--- config.mk ---
export PLATFORM = sky130hd
export DESIGN_NAME = sdram_cmd_guard
export DESIGN_NICKNAME = d
export VERILOG_FILES = /design/src/rtl/sdram_guard_pkg.sv /design/src/rtl/sdram_bank_timer.sv /design/src/rtl/sdram_global_timer.sv /design/src/rtl/sdram_viol_log.sv /design/src/rtl/sdram_cmd_guard.sv
export SDC_FILE = /design/constraint.sdc
export NUM_CORES = 1
export LEC_CHECK = 0
export CORE_MARGIN = 3
export CORE_UTILIZATION = 45
export DETAILED_ROUTE_END_ITERATION = 7
export GPL_ROUTABILITY_DRIVEN = 1
export HOLD_SLACK_MARGIN = 0.03
export SYNTH_ARGS = -nofsm -noshare
export SYNTH_HDL_FRONTEND = slang
export SYNTH_HIERARCHICAL = 1
export SYNTH_SLANG_ARGS = --single-unit
--- constraint.sdc ---
create_clock -name clk -period 2.1 [get_ports clk]
set_clock_uncertainty 0.1 [all_clocks]
set_input_delay 0.42 -clock clk [delete_from_list [all_inputs] [get_ports clk]]
set_output_delay 0.42 -clock clk [all_outputs]
set_load 0.05 [all_outputs]
--- src/rtl/sdram_guard_pkg.sv ---
`timescale 1ns/1ps
package sdram_guard_pkg;

  typedef logic [2:0] cmd_t;

  localparam cmd_t CMD_NOP = 3'd0;
  localparam cmd_t CMD_ACT = 3'd1;
  localparam cmd_t CMD_RD  = 3'd2;
  localparam cmd_t CMD_WR  = 3'd3;
  localparam cmd_t CMD_PRE = 3'd4;
  localparam cmd_t CMD_REF = 3'd5;

  // Ready-vector bit positions.
  localparam int RB_ACT = 0;
  localparam int RB_RD  = 1;
  localparam int RB_WR  = 2;
  localparam int RB_PRE = 3;
  localparam int RB_REF = 4;
  localparam int RB_NUM = 5;

  // Picoseconds to clock cycles, rounded up, at least one cycle.
  function automatic int ps_to_cycles(input int ps, input int period_ps);
    int c;
    c = (ps + period_ps - 1) / period_ps;
    if (c < 1) c = 1;
    return c;
  endfunction

  function automatic int imax(input int a, input int b);
    return (a > b) ? a : b;
  endfunction

  // Bits needed to hold values 0..v.
  function automatic int width_for(input int v);
    int w;
    w = $clog2(v + 1);
    if (w < 1) w = 1;
    return w;
  endfunction

endpackage

--- src/rtl/sdram_bank_timer.sv ---
`timescale 1ns/1ps
module sdram_bank_timer #(
  parameter int RC_CYC      = 11,
  parameter int RP_CYC      = 3,
  parameter int RCD_CYC     = 3,
  parameter int RAS_CYC     = 8,
  parameter int WR_PRE_CYC  = 2,
  parameter int WR_COL_CYC  = 1,
  parameter int RAS_MAX_CYC = 100,
  parameter int CNT_W       = 4,
  parameter int AGE_W       = 8
) (
  input  logic clk,
  input  logic rst_n,
  input  logic act_fire,
  input  logic pre_fire,
  input  logic wr_fire,
  output logic open_o,
  output logic act_rdy_o,
  output logic col_rdy_o,
  output logic pre_rdy_o,
  output logic overdue_o
);

  localparam logic [CNT_W-1:0] LD_RC    = CNT_W'(RC_CYC - 1);
  localparam logic [CNT_W-1:0] LD_RP    = CNT_W'(RP_CYC - 1);
  localparam logic [CNT_W-1:0] LD_RCD   = CNT_W'(RCD_CYC - 1);
  localparam logic [CNT_W-1:0] LD_RAS   = CNT_W'(RAS_CYC - 1);
  localparam logic [CNT_W-1:0] LD_WRPRE = CNT_W'(WR_PRE_CYC - 1);
  localparam logic [CNT_W-1:0] LD_WRCOL = CNT_W'(WR_COL_CYC - 1);
  localparam logic [AGE_W-1:0] AGE_SAT  = AGE_W'(RAS_MAX_CYC + 1);
  localparam logic [AGE_W-1:0] AGE_LIM  = AGE_W'(RAS_MAX_CYC);

  logic             open_q;
  logic [CNT_W-1:0] act_w_q, col_w_q, pre_w_q;
  logic [AGE_W-1:0] age_q;
  logic             pre_close;

  // Countdown step: decrement to zero, or reload if the new window is longer.
  function automatic logic [CNT_W-1:0] step_wait(input logic [CNT_W-1:0] cur,
                                                  input logic fire,
                                                  input logic [CNT_W-1:0] load);
    logic [CNT_W-1:0] dec;
    dec = (cur == '0) ? '0 : cur - 1'b1;
    if (fire && (load > dec)) return load;
    return dec;
  endfunction

  // Precharge only acts on an open row.
  assign pre_close = pre_fire && open_q;

  always_ff @(posedge clk) begin
    if (!rst_n) begin
      open_q  <= 1'b0;
      act_w_q <= '0;
      col_w_q <= '0;
      pre_w_q <= '0;
      age_q   <= '0;
    end else begin
      if (act_fire)       open_q <= 1'b1;
      else if (pre_close) open_q <= 1'b0;

      if (act_fire)
        act_w_q <= step_wait(act_w_q, 1'b1, LD_RC);
      else
        act_w_q <= step_wait(act_w_q, pre_close, LD_RP);

      if (act_fire)
        col_w_q <= step_wait(col_w_q, 1'b1, LD_RCD);
      else
        col_w_q <= step_wait(col_w_q, wr_fire, LD_WRCOL);

      if (act_fire)
        pre_w_q <= step_wait(pre_w_q, 1'b1, LD_RAS);
      else
        pre_w_q <= step_wait(pre_w_q, wr_fire, LD_WRPRE);

      if (act_fire)                       age_q <= AGE_W'(1);
      else if (pre_close)                 age_q <= '0;
      else if (open_q && age_q != AGE_SAT) age_q <= age_q + 1'b1;
    end
  end

  assign open_o    = open_q;
  assign act_rdy_o = !open_q && (act_w_q == '0);
  assign col_rdy_o = open_q && (col_w_q == '0);
  assign pre_rdy_o = !open_q || (pre_w_q == '0);
  assign overdue_o = open_q && (age_q > AGE_LIM);

  // Assertions
  generate
    if (RCD_CYC > 1) begin : g_a_rcd
      assert_rcd_hold_R4: assert property (@(posedge clk) disable iff (!rst_n)
        act_fire |=> !col_rdy_o);
    end
    if (RAS_CYC > 1) begin : g_a_ras
      assert_ras_hold_R5: assert property (@(posedge clk) disable iff (!rst_n)
        act_fire |=> !pre_rdy_o);
    end
    if (WR_PRE_CYC > 1) begin : g_a_wr
      assert_wr_recover_R5: assert property (@(posedge clk) disable iff (!rst_n)
        (wr_fire && open_q && !act_fire && !pre_fire) |=> !pre_rdy_o);
    end
    if (RP_CYC > 1) begin : g_a_rp
      assert_rp_hold_R2: assert property (@(posedge clk) disable iff (!rst_n)
        (pre_fire && open_q) |=> !act_rdy_o);
    end
  endgenerate

  assert_overdue_keep_R7: assert property (@(posedge clk) disable iff (!rst_n)
    (overdue_o && !act_fire && !pre_fire) |=> overdue_o);
  assert_overdue_clear_R7: assert property (@(posedge clk) disable iff (!rst_n)
    (pre_fire && open_q && !act_fire) |=> !overdue_o);

endmodule

--- src/rtl/sdram_global_timer.sv ---
`timescale 1ns/1ps
module sdram_global_timer #(
  parameter int RRD_CYC = 2,
  parameter int RFC_CYC = 11,
  parameter int CNT_W   = 4
) (
  input  logic clk,
  input  logic rst_n,
  input  logic any_act_fire,
  input  logic ref_fire,
  output logic rrd_clear_o,
  output logic ref_clear_o
);

  localparam logic [CNT_W-1:0] LD_RRD = CNT_W'(RRD_CYC - 1);
  localparam logic [CNT_W-1:0] LD_RFC = CNT_W'(RFC_CYC - 1);

  logic [CNT_W-1:0] rrd_q, rfc_q;

  function automatic logic [CNT_W-1:0] count_down(input logic [CNT_W-1:0] cur,
                                                   input logic fire,
                                                   input logic [CNT_W-1:0] load);
    if (fire) return load;
    return (cur == '0) ? '0 : cur - 1'b1;
  endfunction

  always_ff @(posedge clk) begin
    if (!rst_n) begin
      rrd_q <= '0;
      rfc_q <= '0;
    end else begin
      rrd_q <= count_down(rrd_q, any_act_fire, LD_RRD);
      rfc_q <= count_down(rfc_q, ref_fire, LD_RFC);
    end
  end

  assign rrd_clear_o = (rrd_q == '0);
  assign ref_clear_o = (rfc_q == '0);

  generate
    if (RRD_CYC > 1) begin : g_a_rrd
      assert_act_spacing_R3: assert property (@(posedge clk) disable iff (!rst_n)
        any_act_fire |=> !rrd_clear_o);
    end
    if (RFC_CYC > 1) begin : g_a_rfc
      assert_refresh_busy_R6: assert property (@(posedge clk) disable iff (!rst_n)
        ref_fire |=> !ref_clear_o);
    end
  endgenerate

endmodule

--- src/rtl/sdram_viol_log.sv ---
`timescale 1ns/1ps
module sdram_viol_log
  import sdram_guard_pkg::*;
(
  input  logic clk,
  input  logic rst_n,
  input  logic issue,
  input  logic cmd_ok,
  input  cmd_t cmd,
  output logic flag_o,
  output cmd_t code_o
);

  logic bad_issue;
  logic flag_q;
  cmd_t code_q;

  assign bad_issue = issue && !cmd_ok;

  always_ff @(posedge clk) begin
    if (!rst_n) begin
      flag_q <= 1'b0;
      code_q <= CMD_NOP;
    end else if (bad_issue && !flag_q) begin
      flag_q <= 1'b1;
      code_q <= cmd;
    end
  end

  assign flag_o = flag_q;
  assign code_o = code_q;

  assert_viol_sticky_R8: assert property (@(posedge clk) disable iff (!rst_n)
    flag_q |=> (flag_q && $stable(code_q)));
  assert_viol_raise_R8: assert property (@(posedge clk) disable iff (!rst_n)
    bad_issue |=> flag_q);

endmodule

--- src/rtl/sdram_cmd_guard.sv ---
`timescale 1ns/1ps
module sdram_cmd_guard
  import sdram_guard_pkg::*;
#(
  parameter int NUM_BANKS     = 4,
  parameter int CLK_PERIOD_PS = 6000,
  parameter int T_RRD_PS      = 12000,
  parameter int T_RCD_PS      = 18000,
  parameter int T_RP_PS       = 18000,
  parameter int T_RAS_PS      = 42000,
  parameter int T_RC_PS       = 60000,
  parameter int T_RFC_PS      = 60000,
  parameter int T_RAS_MAX_PS  = 100000000,
  parameter int WR_COL_CYC    = 1,
  parameter int WR_PRE_CYC    = 2,
  localparam int BANK_W       = $clog2(NUM_BANKS)
) (
  input  logic              clk,
  input  logic              rst_n,
  input  logic [2:0]        req_cmd,
  input  logic [BANK_W-1:0] req_bank,
  input  logic              issue,
  output logic [4:0]        cmd_ready,
  output logic              req_ok,
  output logic [NUM_BANKS-1:0] bank_open,
  output logic [NUM_BANKS-1:0] bank_overdue,
  output logic              viol_flag,
  output logic [2:0]        viol_cmd
);

  localparam int RRD_CYC = ps_to_cycles(T_RRD_PS, CLK_PERIOD_PS);
  localparam int RCD_CYC = ps_to_cycles(T_RCD_PS, CLK_PERIOD_PS);
  localparam int RP_CYC  = ps_to_cycles(T_RP_PS, CLK_PERIOD_PS);
  localparam int RAS_CYC = ps_to_cycles(T_RAS_PS, CLK_PERIOD_PS);
  localparam int RC_CYC  = ps_to_cycles(T_RC_PS, CLK_PERIOD_PS);
  localparam int RFC_CYC = ps_to_cycles(T_RFC_PS, CLK_PERIOD_PS);
  localparam int RAS_MAX_CYC = ps_to_cycles(T_RAS_MAX_PS, CLK_PERIOD_PS);
  localparam int MAX_WIN = imax(imax(imax(RRD_CYC, RCD_CYC), imax(RP_CYC, RAS_CYC)),
                                imax(imax(RC_CYC, RFC_CYC), imax(WR_COL_CYC, WR_PRE_CYC)));
  localparam int CNT_W = width_for(MAX_WIN);
  localparam int AGE_W = width_for(RAS_MAX_CYC + 1);

  // Named internal events
  logic [NUM_BANKS-1:0] bank_hit;
  logic [NUM_BANKS-1:0] act_fire, pre_fire, wr_fire;
  logic [NUM_BANKS-1:0] b_act_rdy, b_col_rdy, b_pre_rdy;
  logic                 any_act_fire, ref_fire;
  logic                 rrd_clear, ref_clear;
  logic                 all_banks_idle;
  logic                 sel_act, sel_col, sel_pre;

  assign any_act_fire = issue && (req_cmd == CMD_ACT);
  assign ref_fire     = issue && (req_cmd == CMD_REF);

  generate
    for (genvar b = 0; b < NUM_BANKS; b++) begin : g_bank
      assign bank_hit[b] = (req_bank == BANK_W'(b));
      assign act_fire[b] = any_act_fire && bank_hit[b];
      assign pre_fire[b] = issue && (req_cmd == CMD_PRE) && bank_hit[b];
      assign wr_fire[b]  = issue && (req_cmd == CMD_WR)  && bank_hit[b];

      sdram_bank_timer #(
        .RC_CYC      (RC_CYC),
        .RP_CYC      (RP_CYC),
        .RCD_CYC     (RCD_CYC),
        .RAS_CYC     (RAS_CYC),
        .WR_PRE_CYC  (WR_PRE_CYC),
        .WR_COL_CYC  (WR_COL_CYC),
        .RAS_MAX_CYC (RAS_MAX_CYC),
        .CNT_W       (CNT_W),
        .AGE_W       (AGE_W)
      ) u_bank (
        .clk       (clk),
        .rst_n     (rst_n),
        .act_fire  (act_fire[b]),
        .pre_fire  (pre_fire[b]),
        .wr_fire   (wr_fire[b]),
        .open_o    (bank_open[b]),
        .act_rdy_o (b_act_rdy[b]),
        .col_rdy_o (b_col_rdy[b]),
        .pre_rdy_o (b_pre_rdy[b]),
        .overdue_o (bank_overdue[b])
      );
    end
  endgenerate

  sdram_global_timer #(
    .RRD_CYC (RRD_CYC),
    .RFC_CYC (RFC_CYC),
    .CNT_W   (CNT_W)
  ) u_global (
    .clk          (clk),
    .rst_n        (rst_n),
    .any_act_fire (any_act_fire),
    .ref_fire     (ref_fire),
    .rrd_clear_o  (rrd_clear),
    .ref_clear_o  (ref_clear)
  );

  assign all_banks_idle = &b_act_rdy;
  assign sel_act = b_act_rdy[req_bank];
  assign sel_col = b_col_rdy[req_bank];
  assign sel_pre = b_pre_rdy[req_bank];

  always_comb begin
    cmd_ready         = '0;
    cmd_ready[RB_ACT] = sel_act && rrd_clear && ref_clear;
    cmd_ready[RB_RD]  = sel_col && ref_clear;
    cmd_ready[RB_WR]  = sel_col && ref_clear;
    cmd_ready[RB_PRE] = sel_pre && ref_clear;
    cmd_ready[RB_REF] = all_banks_idle && ref_clear;
  end

  always_comb begin
    case (req_cmd)
      CMD_NOP: req_ok = 1'b1;
      CMD_ACT: req_ok = cmd_ready[RB_ACT];
      CMD_RD:  req_ok = cmd_ready[RB_RD];
      CMD_WR:  req_ok = cmd_ready[RB_WR];
      CMD_PRE: req_ok = cmd_ready[RB_PRE];
      CMD_REF: req_ok = cmd_ready[RB_REF];
      default: req_ok = 1'b0;
    endcase
  end

  sdram_viol_log u_viol (
    .clk    (clk),
    .rst_n  (rst_n),
    .issue  (issue),
    .cmd_ok (req_ok),
    .cmd    (req_cmd),
    .flag_o (viol_flag),
    .code_o (viol_cmd)
  );

  generate
    if (RFC_CYC > 1) begin : g_a_ref
      assert_refresh_blocks_R6: assert property (@(posedge clk) disable iff (!rst_n)
        ref_fire |=> (cmd_ready == '0));
    end
  endgenerate

  assert_one_bank_act_R3: assert property (@(posedge clk) disable iff (!rst_n)
    $onehot0(act_fire));

endmodule

Yosys cells after proc, flatten, opt, wreduce, memory -nomap -nowiden
Cells that the tools add are included.
{"block": "classes", "n_eq_ne": 12, "addsub": 18, "order_cmp": 29, "n_reduce_logical": 95, "muxes": 181, "n_bitwise": 1}
{"operator": "4-bit 2-to-1 mux", "n": 78}
{"operator": "1-bit 2-to-1 mux", "n": 99}
{"operator": "15-bit by 1-bit adder with 15-bit output, second input constant", "n": 4}
{"operator": "15-bit > comparator, second input constant", "n": 4}
{"operator": "15-bit inequality test, second input constant", "n": 4}
{"operator": "4-bit logical NOT", "n": 14}
{"operator": "4-bit by 1-bit subtractor with 4-bit output, second input constant", "n": 14}
{"operator": "1-bit logical AND", "n": 55}
{"operator": "1-bit by 4-bit > comparator with 1-bit output, first input constant", "n": 8}
{"operator": "2-bit by 4-bit > comparator with 1-bit output, first input constant", "n": 8}
{"operator": "3-bit by 4-bit > comparator with 1-bit output, first input constant", "n": 4}
{"operator": "4-bit > comparator, first input constant", "n": 4}
{"operator": "3-bit nonzero test", "n": 4}
{"operator": "3-bit OR reduction", "n": 4}
{"operator": "2-bit nonzero test", "n": 4}
{"operator": "1-bit binary-select mux with 2-bit select", "n": 3}
{"operator": "3-bit by 2-bit equality test with 1-bit output, second input constant", "n": 2}
{"operator": "3-bit equality test, second input constant", "n": 2}
{"operator": "1-bit logical NOT", "n": 6}
{"operator": "1-bit case mux with 5 select lines", "n": 1}
{"operator": "2-bit equality test, second input constant", "n": 2}
{"operator": "1-bit logical OR", "n": 4}
{"operator": "4-bit AND reduction", "n": 1}
{"operator": "3-bit by 1-bit equality test with 1-bit output, second input constant", "n": 1}
{"operator": "other kinds (6)", "n": 6}
{"block": "totals", "input_bits": 8, "regBits": 124, "elab_cells": 364, "out_inout_bits": 18}

Depth between registers and ports, before layout
Gate-level depths: netlist (run 1).
{"block": "depth", "ltp_word": 10, "mapped_depth": 9, "mapped_depth_nobuf": 9}

Cells and area by module
Netlist (run 1), hierarchy kept.
{"module": "sdram_bank_timer at g_bank[0].u_bank ...", "cells_per_inst": 171, "instances": 3, "area_each_um2": 1396.3}
{"module": "sdram_bank_timer at g_bank[3].u_bank", "cells_per_inst": 165, "instances": 1, "area_each_um2": 1362.6}
{"module": "sdram_global_timer", "cells_per_inst": 38, "instances": 1, "area_each_um2": 357.8}
{"module": "sdram_cmd_guard", "cells_per_inst": 41, "instances": 1, "area_each_um2": 294.0}
{"module": "sdram_viol_log", "cells_per_inst": 16, "instances": 1, "area_each_um2": 165.2}

Worst setup path before layout (run 1)
Ideal clock, no wire load.
{"block": "synth_path", "path_kind": "register to output", "from": "register g_bank[1].u_bank.open_q", "to": "output req_ok", "arrival_time_ns": 2.603, "path_stages_with_launch": 7, "required_time_ns": 1.580, "slack_ns": -1.023, "path_cell_list": "dfxtp_1 clkbuf_1 and3_1 mux4_2 and2_1 a21oi_2 o221ai_2"}
{"item": "from (decl)", "line": "sdram_bank_timer.sv:34", "text": "logic open_q;"}
{"item": "from (signal assigned)", "line": "sdram_bank_timer.sv:54", "text": "open_q <= 1'b0;"}
{"item": "from (signal assigned)", "line": "sdram_bank_timer.sv:60", "text": "if (act_fire) open_q <= 1'b1;"}
{"item": "from (signal assigned)", "line": "sdram_bank_timer.sv:61", "text": "else if (pre_close) open_q <= 1'b0;"}
{"item": "1-bit logical AND", "line": "sdram_bank_timer.sv:86", "text": "assign col_rdy_o = open_q && (col_w_q == '0);"}
{"item": "named net b_col_rdy[1]", "line": "sdram_cmd_guard.sv:46", "text": "logic [NUM_BANKS-1:0] b_act_rdy, b_col_rdy, b_pre_rdy;"}
{"item": "1-bit binary-select mux with 2-bit select", "line": "sdram_cmd_guard.sv:102", "text": "assign sel_col = b_col_rdy[req_bank];"}
{"item": "1-bit 2-to-1 mux (implied by the code)", "line": "sdram_cmd_guard.sv:102"}
{"item": "1-bit logical AND", "line": "sdram_cmd_guard.sv:108", "text": "cmd_ready[RB_RD] = sel_col && ref_clear;"}
{"item": "named net cmd_ready[1]", "line": "sdram_cmd_guard.sv:23", "text": "output logic [4:0] cmd_ready,"}
{"item": "1-bit case mux with 5 select lines", "line": "sdram_cmd_guard.sv:115", "text": "case (req_cmd)"}
{"item": "to (decl)", "line": "sdram_cmd_guard.sv:24", "text": "output logic req_ok,"}
The timed path passes the listed nets, and every way through them passes these cells. The select of a mux whose other input is x is not followed.

Worst setup path after layout (run 1)
{"block": "layout_path", "from": "register g_bank[1].u_bank.pre_w_q[2]", "to": "output req_ok"}
{"block": "layout_between", "elab_chain_len": 6}
{"item": "from (decl)", "line": "sdram_bank_timer.sv:35", "text": "logic [CNT_W-1:0] act_w_q, col_w_q, pre_w_q;"}
{"item": "from (signal assigned)", "line": "sdram_bank_timer.sv:74", "text": "pre_w_q <= step_wait(pre_w_q, 1'b1, LD_RAS);"}
{"item": "from (signal assigned)", "line": "sdram_bank_timer.sv:76", "text": "pre_w_q <= step_wait(pre_w_q, wr_fire, LD_WRPRE);"}
{"item": "4-bit logical NOT", "line": "sdram_bank_timer.sv:87", "text": "assign pre_rdy_o = !open_q || (pre_w_q == '0);"}
{"item": "1-bit logical OR", "line": "sdram_bank_timer.sv:87"}
{"item": "named net b_pre_rdy[1]", "line": "sdram_cmd_guard.sv:46"}
{"item": "1-bit binary-select mux with 2-bit select", "line": "sdram_cmd_guard.sv:103", "text": "assign sel_pre = b_pre_rdy[req_bank];"}
{"item": "1-bit 2-to-1 mux (implied by the code)", "line": "sdram_cmd_guard.sv:103"}
{"item": "1-bit logical AND", "line": "sdram_cmd_guard.sv:110", "text": "cmd_ready[RB_PRE] = sel_pre && ref_clear;"}
{"item": "1-bit case mux with 5 select lines", "line": "sdram_cmd_guard.sv:115"}
The timed path passes the listed nets, and every way through them passes these cells. The select of a mux whose other input is x is not followed.

==> results.tsv, run 1 <==
stage	metric	value	unit
route	initialDrtViolationCount	411	
worst_setup_path	cp_max_fo	2	
synth	ys_ff_latch	124	
synth	synth_edf_count	0	
grt	grt_use_total	21.63	%
layout	final_cells	1156	
grt	grt_max_degree	21	
worst_setup_path	worstSetupEndpointType	output port	
route	avgRoutedWirePerCell	14.56	um
layout	regArea	2549	um^2
grt	grt_pass1_vias	6156	
place	hpwl	11660	um
synth	synth_top_family_by_area	simple AND/OR/NAND/NOR gates	
synth	yosys_warnings	6	
synth	yosys.area_share.adder	1.965	%
timing	fmax	0.3747	GHz
cts	cts_tree	built	
cts	cts_num_sinks	124	
power	ir_drop	0.5441	mV
outcome	outcome	complete, but fails checks	
worst_setup_path	crit_required	1.58	ns
cts	cts.hold.buffers_added	0	
timing	slew_headroom	65.69	%
route	route.vias.total	6520	
worst_setup_path	crit_buf_inv	1	
worst_setup_path	cp_data_arrival_time	2.15	ns
synth	ys_seq_area_share	38.98	%
synth	synth_compound_area_share	18.53	%
timing	fin_crit_sh	127.1	%
die	start_util	46.97	%
synth	synthMuxAreaShare	2.397	%
layout	finalNetCount	986	
outcome	failed_checks	setup timing	
power	p_per_area	772.4	nW/um^2
min_path	hold_path_depth	2	
layout	layout-drive-gt1-share	33.67	%
grt	grt_pass1_wl	28700	um
timing	hold_viol	0	
worst_setup_path	crit_cells	7	
power	total_power	7.022	mW
worst_setup_path	rrSetupSlack	-0.33	ns
synth	synth-xor-area-share	2.888	%
run	maxCapViolCount	0	
layout	final_util	67.05	%
min_path	hp-class	reg -> reg	
layout	syn2layout_area_growth	42.75	%
die	rows	42	
timing	setup_violations	14	
synth	ys_async_sr_fraction	0	%
worst_setup_path	start_kind	flop	
worst_setup_path	crit_path_top_delay_cell	or3_4	
route	drt_wl_total	16830	um
route	drc	0	
die	ios	26	
timing	tightest_slew	0.5109	ns
worst_setup_path	path_delay_family	simple AND/OR/NAND/NOR gates	
worst_setup_path	ff2ff_path_depth	9	
die	die_y	125.0	um
synth	syn_area_per_cell	8.239	um^2
timing	tns	-4.349	ns
worst_setup_path	crit_chain	or3_4 -> o21ai_2 -> mux4_2 -> and2_4 -> a22oi_2 -> o221ai_4 -> buf_6	
timing	post-route-min-period	2.669	ns
place	place.gp.congestion	0.8643	
layout	diodes	0	
worst_setup_path	critPathKind	reg -> out	
route	ant_nets	0	
timing	rsz0062_at_grt	yes	
worst_setup_path	max_stage_delay	0.39	ns
die	design.die.area	15620	um^2
grt	antenna_found_initial	1	
die	design.core.area	13560	um^2
timing	fin_ws	-0.5687	ns
cts	cts-root-buf	clkbuf_16	
layout	n_fill_cell	1091	
place	placed_cells	1105	
timing	whs	0.3560	ns
cts	htree_levels	4	
synth	synth_fp_nets	791	
synth	synth_simple_gate_area_share	32.32	%
route	drt_pass1_iterations	5	
layout	final_cell_mix	162 x buf_4, 81 x dfxtp_1, 77 x nor2_1, 60 x o21ai_0, 58 x nand2_1	
power	p_leak	3.604	nW
synth	syn_inst	773	
grt	grt-ovfl-total	0	
cts	insertion_delay	0.41	ns
layout	multi_input_area	3966	um^2
cts	clk_path_buf_depth	2	
cts	clkTransAtPathRegs	0.05	ns
layout	final_common_cell	buf_4	
timing	drv_slew	0	
synth	synthFlopType	dfxtp_1	
die	die_w	125.0	um
place	numPortBuffers	25	
synth	syn_area	6369	um^2
route	routed_via_density	5.640	
cts	cts_buffers	17	
synth	synth_cell_types	63	
## Yosys cell counts (4+ instances only)
master / number / area, um^2
nor3_1: 27 / 135.1
o211ai_1: 11 / 82.58
and3_1: 18 / 112.6
mux2i_1: 7 / 70.07
xor2_1: 9 / 78.83
nand3b_1: 11 / 82.58
clkbuf_1: 16 / 60.06
clkinv_1: 4 / 15.01
xnor2_1: 12 / 105.1
inv_1: 22 / 82.58
and2_1: 8 / 50.05
a21boi_0: 4 / 30.03
a31oi_1: 19 / 118.9
or4b_2: 8 / 80.08
and4_1: 14 / 122.6
nand2_1: 60 / 225.2
dfxtp_1: 124 / 2482
o21a_1: 4 / 30.03
or4_1: 5 / 37.54
nor2b_1: 6 / 37.54
nand2b_1: 13 / 81.33
o21ai_0: 68 / 340.3
or2_2: 4 / 25.02
nor2_1: 84 / 315.3
a21oi_1: 51 / 255.2
o311a_1: 7 / 70.07
a22oi_1: 4 / 30.03
or3_1: 25 / 156.4
nor4_1: 11 / 68.82
a221oi_1: 4 / 35.03
nand4_1: 26 / 162.7
nand3_1: 24 / 120.1
ha_1: 10 / 125.1
## stage by stage
stage | setup slack [ns] | area [um^2]
final | -0.5687 | 9091
after detailed placement | -0.7463 | 7934
after global routing | -0.6489 | 9091
after global placement | -0.7067 | 7934
after CTS | -0.6085 | 9055
after floorplan | -0.4002 | 6456
## worst min-delay path, stage by stage (launching register included)
cell and delay, ns:
dfxtp_1 0.30, nand2_1 0.05, mux2i_1 0.05
## layer usage
layer / track usage, % / vias to the layer above / wire, um
li1: - / 3285 / -
met1: 27.70 / 3078 / 7686
met2: 35.78 / 126 / 8188
met3: 5.970 / 29 / 701
met4: 6.441 / 2 / 248
met5: 0 / - / 7
## flip-flops by register name (all words and copies together), names as in the netlist
register	cells
g_bank.u_bank/age_q	60
g_bank.u_bank/act_w_q	16
g_bank.u_bank/col_w_q	16
g_bank.u_bank/pre_w_q	16
g_bank.u_bank/open_o	4
u_global/rfc_q	4
u_global/rrd_q	4
u_viol/code_o	3
u_viol/flag_o	1
## timing repair
action / in CTS / in global routing
gates resized for setup: 91 / 39
pin swaps: 21 / 14
endpoints found under the setup margin: 17 / 47
setup buffers: 24 / 7
## kinds of logic after synthesis
| logic type | Yosys count |
|---|---|
| mux | 11 |
| xor+xnor | 21 |
| buf+inv | 46 |
| simple gates | 367 |
| compound gates | 194 |
| flops | 124 |
| fa+ha+maj | 10 |
## path summary, 6_finish.rpt
| path | from | endpoint |
|---|---|---|
| setup reg to reg | g_bank[2].u_bank/open_o$_SDFFE_PN0P_ | u_viol/code_o[2]$_SDFFE_PN0P_ |
| setup / recovery | g_bank[1].u_bank/pre_w_q[2]$_SDFF_PN0_ | req_ok |
| hold / removal | u_viol/code_o[1]$_SDFFE_PN0P_ | u_viol/code_o[1]$_SDFFE_PN0P_ |
| hold reg to reg | u_viol/code_o[1]$_SDFFE_PN0P_ | u_viol/code_o[1]$_SDFFE_PN0P_ |
## area by class of cell
| cell class | instances | area share (%) |
|---|---|---|
| multi-input combinational | 603 | 43.63 |
| sequential | 124 | 28.03 |
| clock inverter | 7 | 1.486 |
| clock buffer | 24 | 5.409 |
| inverter | 26 | 1.073 |
| tap | 176 | 2.422 |
| timing repair buffer | 196 | 17.95 |
## report_power, final
part / leakage (nW) / internal [mW] / total (mW) / switching, mW
clock network: 0.310 / 2.10 / 3.11 / 1.01
registers: 1.02 / 2.43 / 2.49 / 0.0628
logic: 2.27 / 0.700 / 1.43 / 0.726
(Power assumes the default switching activity.)
==> run 2, diff against run 1 <==
--- a/config.mk
+++ b/config.mk
@@ -7,9 +7,11 @@
 export LEC_CHECK = 0
 export CORE_MARGIN = 3
 export CORE_UTILIZATION = 45
+export CTS_CLUSTER_SIZE = 8
 export DETAILED_ROUTE_END_ITERATION = 7
 export GPL_ROUTABILITY_DRIVEN = 1
 export HOLD_SLACK_MARGIN = 0.03
+export SLEW_MARGIN = 20
 export SYNTH_ARGS = -nofsm -noshare
 export SYNTH_HDL_FRONTEND = slang
 export SYNTH_HIERARCHICAL = 1
==> results of run 2 <==
Final layout, timing and power as in run 1 (identical DEF).
